File: src/rtl/pbw_pkg.sv
`timescale 1ns/1ps
package pbw_pkg;
  localparam int unsigned LANES = 4;

  typedef enum logic {
    MODE_PIPE = 1'b0,
    MODE_FLOW = 1'b1
  } rd_mode_e;
endpackage

File: src/rtl/pbw_we_decode.sv
`timescale 1ns/1ps
// Write-enable decode: the whole-word write ranks above the lane writes.
module pbw_we_decode #(
  parameter int LANES = 4
) (
  input  logic             live,
  input  logic             sel_n,
  input  logic             pwr_down,
  input  logic             proc_start,
  input  logic             glob_wr_n,
  input  logic             byte_wr_n,
  input  logic [LANES-1:0] lane_n,
  output logic [LANES-1:0] wr_lanes,
  output logic             rd_req
);
  logic             active;
  logic [LANES-1:0] lanes_raw;

  always_comb begin
    active = live && !sel_n && !pwr_down;
    if (!glob_wr_n) begin
      lanes_raw = '1;
    end else if (!byte_wr_n) begin
      lanes_raw = ~lane_n;
    end else begin
      lanes_raw = '0;
    end
    wr_lanes = (active && !proc_start) ? lanes_raw : '0;
    rd_req   = active && (wr_lanes == '0);
  end
endmodule

File: src/rtl/pbw_array.sv
`timescale 1ns/1ps
// Storage split into one bank per lane; each bank has its own write strobe.
module pbw_array #(
  parameter int DEPTH  = 64,
  parameter int LANES  = 4,
  parameter int LANE_W = 9,
  localparam int AW = $clog2(DEPTH),
  localparam int DW = LANES * LANE_W
) (
  input  logic             clk,
  input  logic [LANES-1:0] wr_lanes,
  input  logic [AW-1:0]    wr_addr,
  input  logic [DW-1:0]    wr_data,
  input  logic [AW-1:0]    rd_addr,
  output logic [DW-1:0]    rd_data
);
  for (genvar g = 0; g < LANES; g++) begin : g_lane
    logic [LANE_W-1:0] bank [DEPTH];

    always_ff @(posedge clk) begin
      if (wr_lanes[g]) begin
        bank[wr_addr] <= wr_data[g*LANE_W +: LANE_W];
      end
    end

    assign rd_data[g*LANE_W +: LANE_W] = bank[rd_addr];
  end
endmodule

File: src/rtl/pbw_out_stage.sv
`timescale 1ns/1ps
// Output register, drive-enable delay line and read-mode selection.
module pbw_out_stage
  import pbw_pkg::*;
#(
  parameter int DW = 36
) (
  input  logic          clk,
  input  logic          rst_n,
  input  logic          rd_req,
  input  logic [DW-1:0] arr_data,
  input  rd_mode_e      mode,
  input  logic          pwr_down,
  input  logic          out_en_n,
  output logic [DW-1:0] rdata,
  output logic          drive_en
);
  logic          en1_d, en1_q, en2_d, en2_q;
  logic          stage_en;
  logic [DW-1:0] dat_q;

  always_comb begin
    en1_d = rd_req;
    en2_d = en1_q;
  end

  always_ff @(posedge clk or negedge rst_n) begin
    if (!rst_n) begin
      en1_q <= 1'b0;
      en2_q <= 1'b0;
    end else begin
      en1_q <= en1_d;
      en2_q <= en2_d;
    end
  end

  always_ff @(posedge clk) begin
    if (en1_q) begin
      dat_q <= arr_data;
    end
  end

  always_comb begin
    stage_en = (mode == MODE_FLOW) ? en1_q : en2_q;
    rdata    = (mode == MODE_FLOW) ? arr_data : dat_q;
    drive_en = !out_en_n && !pwr_down && stage_en;
  end

  // a held power-down keeps the bus undriven
  p_pd_quiet_r11: assert property (@(posedge clk) disable iff (!rst_n)
    (pwr_down && $past(pwr_down)) |-> !drive_en);
endmodule

File: src/rtl/pbw_sram.sv
`timescale 1ns/1ps
module pbw_sram #(
  parameter int DEPTH  = 64,
  parameter int LANE_W = 9,
  localparam int AW = $clog2(DEPTH),
  localparam int DW = pbw_pkg::LANES * LANE_W
) (
  input  logic                     clk,
  input  logic                     rst_n,
  input  logic [AW-1:0]            addr,
  input  logic                     glob_wr_n,
  input  logic                     byte_wr_n,
  input  logic [pbw_pkg::LANES-1:0] lane_n,
  input  logic                     sel_n,
  input  logic                     proc_start,
  input  logic                     out_en_n,
  input  logic                     flow_thru,
  input  logic                     pwr_down,
  input  logic [DW-1:0]            wdata,
  output logic [DW-1:0]            rdata,
  output logic                     drive_en
);
  import pbw_pkg::*;

  logic [1:0]       rst_pipe;
  logic             rst_s;
  logic [LANES-1:0] wr_lanes;
  logic             rd_req;
  logic [AW-1:0]    a_q;
  logic [DW-1:0]    arr_q;
  rd_mode_e         mode_sel;

  // reset: asserted asynchronously, released on the clock
  always_ff @(posedge clk or negedge rst_n) begin
    if (!rst_n) begin
      rst_pipe <= '0;
    end else begin
      rst_pipe <= {rst_pipe[0], 1'b1};
    end
  end
  assign rst_s = rst_pipe[1];

  pbw_we_decode #(.LANES(LANES)) u_dec (
    .live       (rst_s),
    .sel_n      (sel_n),
    .pwr_down   (pwr_down),
    .proc_start (proc_start),
    .glob_wr_n  (glob_wr_n),
    .byte_wr_n  (byte_wr_n),
    .lane_n     (lane_n),
    .wr_lanes   (wr_lanes),
    .rd_req     (rd_req)
  );

  // first pipeline stage: read address register
  always_ff @(posedge clk) begin
    if (rd_req) begin
      a_q <= addr;
    end
  end

  pbw_array #(.DEPTH(DEPTH), .LANES(LANES), .LANE_W(LANE_W)) u_arr (
    .clk      (clk),
    .wr_lanes (wr_lanes),
    .wr_addr  (addr),
    .wr_data  (wdata),
    .rd_addr  (a_q),
    .rd_data  (arr_q)
  );

  assign mode_sel = flow_thru ? MODE_FLOW : MODE_PIPE;

  pbw_out_stage #(.DW(DW)) u_out (
    .clk      (clk),
    .rst_n    (rst_s),
    .rd_req   (rd_req),
    .arr_data (arr_q),
    .mode     (mode_sel),
    .pwr_down (pwr_down),
    .out_en_n (out_en_n),
    .rdata    (rdata),
    .drive_en (drive_en)
  );

  // a write slot never drives, in either read mode
  p_wr_quiet_flow_r6: assert property (@(posedge clk) disable iff (!rst_s)
    (flow_thru && $past(|wr_lanes)) |-> !drive_en);
  p_wr_quiet_pipe_r6: assert property (@(posedge clk) disable iff (!rst_s)
    (!flow_thru && $past(|wr_lanes, 2)) |-> !drive_en);
  // pipelined drive only two edges after an accepted read
  p_pipe_lat_r7: assert property (@(posedge clk) disable iff (!rst_s)
    (!flow_thru && drive_en) |-> $past(rd_req, 2));
  // a deselected cycle leaves its output slot undriven
  p_desel_pipe_r10: assert property (@(posedge clk) disable iff (!rst_s)
    (!flow_thru && $past(sel_n, 2)) |-> !drive_en);
  p_desel_flow_r10: assert property (@(posedge clk) disable iff (!rst_s)
    (flow_thru && $past(sel_n)) |-> !drive_en);
endmodule

File: config.mk
export PLATFORM = sky130hd
export DESIGN_NAME = pbw_sram
export DESIGN_NICKNAME = d
export VERILOG_FILES = /design/src/rtl/pbw_pkg.sv /design/src/rtl/pbw_we_decode.sv /design/src/rtl/pbw_array.sv /design/src/rtl/pbw_out_stage.sv /design/src/rtl/pbw_sram.sv
export SDC_FILE = /design/constraint.sdc
export NUM_CORES = 2
export LEC_CHECK = 0
export BUFFER_PORTS_ARGS = -buffer_cell sky130_fd_sc_hd__buf_2
export CAP_MARGIN = 10
export CORE_ASPECT_RATIO = 1.4
export CORE_MARGIN = 2
export CORE_UTILIZATION = 60
export DETAILED_ROUTE_END_ITERATION = 10
export GPL_TIMING_DRIVEN = 0
export PLACE_DENSITY_LB_ADDON = 0.1
export SLEW_MARGIN = 20
export SYNTH_ARGS = -nofsm -noshare
export SYNTH_HDL_FRONTEND = slang
export SYNTH_SLANG_ARGS = --single-unit
export TNS_END_PERCENT = 30
File: constraint.sdc
create_clock -name clk -period 6.4 [get_ports clk]
set_clock_uncertainty 0.2 [all_clocks]
set_input_delay 0.64 -clock clk [delete_from_list [all_inputs] [get_ports clk]]
set_output_delay 0.64 -clock clk [all_outputs]
set_load 0.1 [all_outputs]
# Yosys cells after proc, flatten, opt, wreduce, memory -nomap -nowiden
# Memory sizes are Yosys's and may differ from the RTL's. A register that Yosys moved wholly into a read port is not among the register bits.
# Index checks and enable logic that the tools add are counted.
dict set report totals {
  register_bits 46
  ramBits 2304
  inputBits 55
  word_cells 39
  n_memories 4
}
dict set report classes {
  n_mux 18
  bitwise 1
  n_reduce_logical 11
}
# name depth width read_ports rd_clocked_by_memory_dff wr line
set mem_list {}
lappend mem_list {{u_arr.g_lane[0].bank} 64 9 1 1 1 pbw_array.sv:18} ;# logic [LANE_W-1:0] bank [DEPTH];
lappend mem_list {{u_arr.g_lane[1].bank} 64 9 1 1 1 pbw_array.sv:18}
lappend mem_list {{u_arr.g_lane[2].bank} 64 9 1 1 1 pbw_array.sv:18}
lappend mem_list {{u_arr.g_lane[3].bank} 64 9 1 1 1 pbw_array.sv:18}
# op n
set ops {}
lappend ops {{36-bit two-way mux} 1}
lappend ops {{6-bit two-way mux} 4}
lappend ops {{4-bit two-way mux} 3}
lappend ops {{1-bit two-way mux} 10}
lappend ops {{1-bit logical AND} 6}
lappend ops {{1-bit logical NOT} 4}
lappend ops {{4-bit logical NOT} 1}
lappend ops {{4-bit inverter} 1}

# Depth between registers and ports, before layout
dict set report depth {
  word_depth 8
  mapped_depth 11
  depth_no_buf 5
}

# By module
# From an unflattened synthesis, not the netlist that was laid out.
dict set report unflattened {
  hier_cells 4130
  area_unflattened_um2 91278.8
}
# mod n_inst cells_per_inst area_per_inst_um2
set by_module_without_submodules {}
lappend by_module_without_submodules {pbw_array 1 4027 89213.1}
lappend by_module_without_submodules {pbw_out_stage 1 80 1736.7}
lappend by_module_without_submodules {pbw_sram 1 9 234.0}
lappend by_module_without_submodules {pbw_we_decode 1 14 95.1}

# Worst setup path after synthesis
# OpenSTA, ideal clock, no wires.
dict set report synth_path {
  path_kind {input to output}
  startpoint {input flow_thru}
  endpoint {output drive_en}
  arrival_time_ps 3515
  required_ps 5560
  path_slack_ps 2045
  stages 4
  path_buffers 2
  cell_sequence {clkbuf_1 buf_1 mux2i_1 nor3_1}
}
dict set report synth_between {
  elab_chain_len 3
}
# element line
set synth_rtl {}
lappend synth_rtl {{start: declaration} pbw_sram.sv:17} ;# input logic flow_thru,
lappend synth_rtl {{1-bit two-way mux} pbw_sram.sv:71} ;# assign mode_sel = flow_thru ? MODE_FLOW : MODE_PIPE;
lappend synth_rtl {{1-bit two-way mux} pbw_out_stage.sv:44} ;# stage_en = (mode == MODE_FLOW) ? en1_q : en2_q;
lappend synth_rtl {{1-bit logical AND} pbw_out_stage.sv:46} ;# drive_en = !out_en_n && !pwr_down && stage_en;
lappend synth_rtl {{end: declaration} pbw_sram.sv:21} ;# output logic drive_en
# No other way between the ends.

==> results.json <==
{
  "num-nets-final": 4571,
  "groute.usage.overall_pct": 30.88,
  "power_density_nw_per_um2": 310.7,
  "h-tree-depth": 4,
  "netSwitchingPower_mw": 6.802,
  "crit_fanout": 10,
  "critPathCaptureType": "primary output",
  "tightest_slew_ns": 1.208,
  "ir_drop_mv": 0.2215,
  "setup_slack_ns": 0.1094,
  "setup_tns_ns": 0,
  "first_pass_iters": 6,
  "hold-path-cell-count": 1,
  "wirelength_um": 236800,
  "drtIter0Drc": 4930,
  "first_global_vias": 44740,
  "rows": 169,
  "io_buffers": 90,
  "avgSynthCellArea_um2": 21.70,
  "fp.dieW_um": 333.5,
  "synth_fp_nets": 4258,
  "min_period_over_period_pct": 98.29,
  "vias": 43898,
  "critical_path_arrival_ns": 5.45,
  "cts_tree": "built",
  "instances_no_fill": 6663,
  "netlist_instances": 4203,
  "numCtsBuffers": 209,
  "synth_area_um2": 91190,
  "place_congestion": 0.9244,
  "finalHoldViolCount": 0,
  "reg2regPathDepth": 7,
  "rsz0062_at_grt": "no",
  "drive_gt1_share_pct": 23.32,
  "drc": 0,
  "finalSetupViolCount": 0,
  "p_leak_nw": 32.04,
  "die_area_um2": 155200,
  "status": "complete, no violations",
  "hold_path.class": "primary input to flip-flop",
  "start_kind": "flip-flop",
  "initial_utilization_pct": 60.32,
  "synth_flop_cell": "edfxtp_1",
  "period_minus_slack_ns": 6.291,
  "cts_max_path_buffers": 3,
  "synthArstFlopShare_pct": 0.1698,
  "seqPwrFrac_pct": 54.0,
  "yosys_warnings": 0,
  "cp_data_required_time_ns": 5.56,
  "numClockSinks": 2356,
  "antenna_found_initial": 8,
  "antenna_left": 0,
  "synth_edf_count": 2346,
  "route.detailed.vias_per_inst": 6.588,
  "area_growth_pct": 11.07,
  "root_buffer": "clkbuf_16",
  "grt_pass1_wl_um": 328700,
  "final_cell_mix": "edfxtp_1, mux4_2, mux2i_1",
  "combPwrFrac_pct": 5.7,
  "grt_overflow_total": 0,
  "ys_seq_elements": 2356,
  "synth.area.top_cells": "edfxtp_1, mux4_2, mux2i_1, a22oi_1, nor2_1",
  "clock_latency_ns": 0.86,
  "drv_cap": 0,
  "critPathKind": "flip-flop to primary output",
  "post_drt_wl_per_cell_um": 35.54,
  "finalPower_mw": 31.47,
  "final_common_cell": "edfxtp_1",
  "synth.top_cell.area_share_pct": 77.25,
  "clkPwrFrac_pct": 40.3,
  "switching_share_pct": 21.62,
  "dp_hpwl_um": 166600,
  "max_freq_mhz": 159.0,
  "die_y_um": 465.3,
  "internal_power_mw": 24.67,
  "yosys.cell_types.count": 31,
  "slew_viol_final": 0,
  "ys_seq_area_share_pct": 77.50,
  "core_area_um2": 151200,
  "synth.largest_area_cell": "edfxtp_1",
  "dp.cells": 6262,
  "io_pins": 92,
  "slew_headroom_pct": 18.84,
  "place_ws_ns": 0.8381,
  "grt_max_degree": 65,
  "clk_pin_slew_worst_paths_ns": 0.07
}
==> cell usage after synthesis, drive strengths merged (4+ instances only) <==
cell type	n
a22oi	144
a31oi	36
a32oi	36
and3b	4
buf	135
clkbuf	121
dfrtp	4
dfxtp	6
edfxtp	2346
mux2	42
mux2i	397
mux4	504
nand2	71
nand3	36
nor2	260
nor3b	6
o21ai	4
o22a	36
==> power groups by stage <==
stage	clock network (mW)	logic [mW]	registers (mW)
2_1_floorplan	0	0.998	17.3
3_3_place_gp	0	1.74	17.3
3_5_place_dp	0	1.78	17.3
4_1_cts	12.8	1.79	17.0
5_1_grt	13.3	1.86	17.0
6_report	12.7	1.80	17.0
==> layer usage <==
metal	vias up	global-route usage [%]	share of wire, %
met2	2162	53.90	52
met1	22976	35.84	34
met5	-	0	0.027
met4	10	15.53	6.0
li1	18208	-	-
met3	542	7.331	8.2
==> logic make-up after synthesis <==
group / Yosys count / share of synthesized area [%]
DFF: 2356 / 77.50
muxes: 943 / 17.32
and+or+nand+nor: 390 / 1.740
buffers and inverters: 257 / 1.291
AOI/OAI and AO/OA: 256 / 2.146
other: 1 / 0.004112
==> registers in the layout, indices dropped and copies added (netlist names), named ones only <==
signal / count
a_q: 6
u_out.en1_q: 1
u_arr.g_lane.bank: 2304
u_out.en2_q: 1
rst_pipe: 2
u_out.dat_q: 36
==> cell type report <==
class	instances	area (um^2)
Multi-Input combinational cell	1590	19440
Antenna cell	2	5.005
Fill cell	9671	49900
Timing Repair Buffer	102	664.4
Inverter	1	3.754
Tap cell	1966	2460
Buffer	256	1187
Sequential cell	2356	70670
Clock inverter	144	1319
Clock buffer	246	5539
==> what timing repair did <==
item / in CTS / in global routing
hold buffers: 9 / 0
setup buffers: 0 / 0
resized for setup: 1 / 8
setup endpoints to repair: 2 / 2
cloned: 0 / 0
endpoints found under the hold margin: 10 / 0
==> worst max-delay path, cell delays in order (launching register included) <==
cell,delay [ns]
dfxtp_1,0.32
clkbuf_1,0.15
clkbuf_1,0.72
clkbuf_1,0.87
mux4_2,0.43
mux4_2,0.46
mux2i_1,0.70
a32oi_1,0.29
mux2_2,0.35
buf_2,0.29
==> path summary, 6_finish.rpt <==
| path | startpoint | endpoint | slack (ns) |
|---|---|---|---|
| min in group asynchronous | rst_n | rst_pipe[1] | 0.43 |
| worst min-delay path | wdata[19] | u_arr.g_lane[2].bank[0][1] | 0.12 |
| worst max register to register | flip-flop | u_out.dat_q[35] | 1.90 |
| worst max-delay path | flip-flop | rdata[35] | 0.11 |
| worst min register to register | rst_pipe[0] | rst_pipe[1] | 0.16 |
| max in group asynchronous | rst_pipe[1] | u_out.en1_q | 5.22 |
==> metrics by stage <==
step           cell area, um^2  hold WS, ns  utilization [%]
5_1_grt                 101300      0.08811            66.99
2_1_floorplan            91190      -0.1758                -
4_1_cts                 101200      0.06163            66.92
3_3_place_gp             94100      -0.1156            62.24
3_5_place_dp             94230      -0.1205            62.33
6_report                101300       0.1246            66.99
No activity file was read; power rests on OpenSTA's default activity.
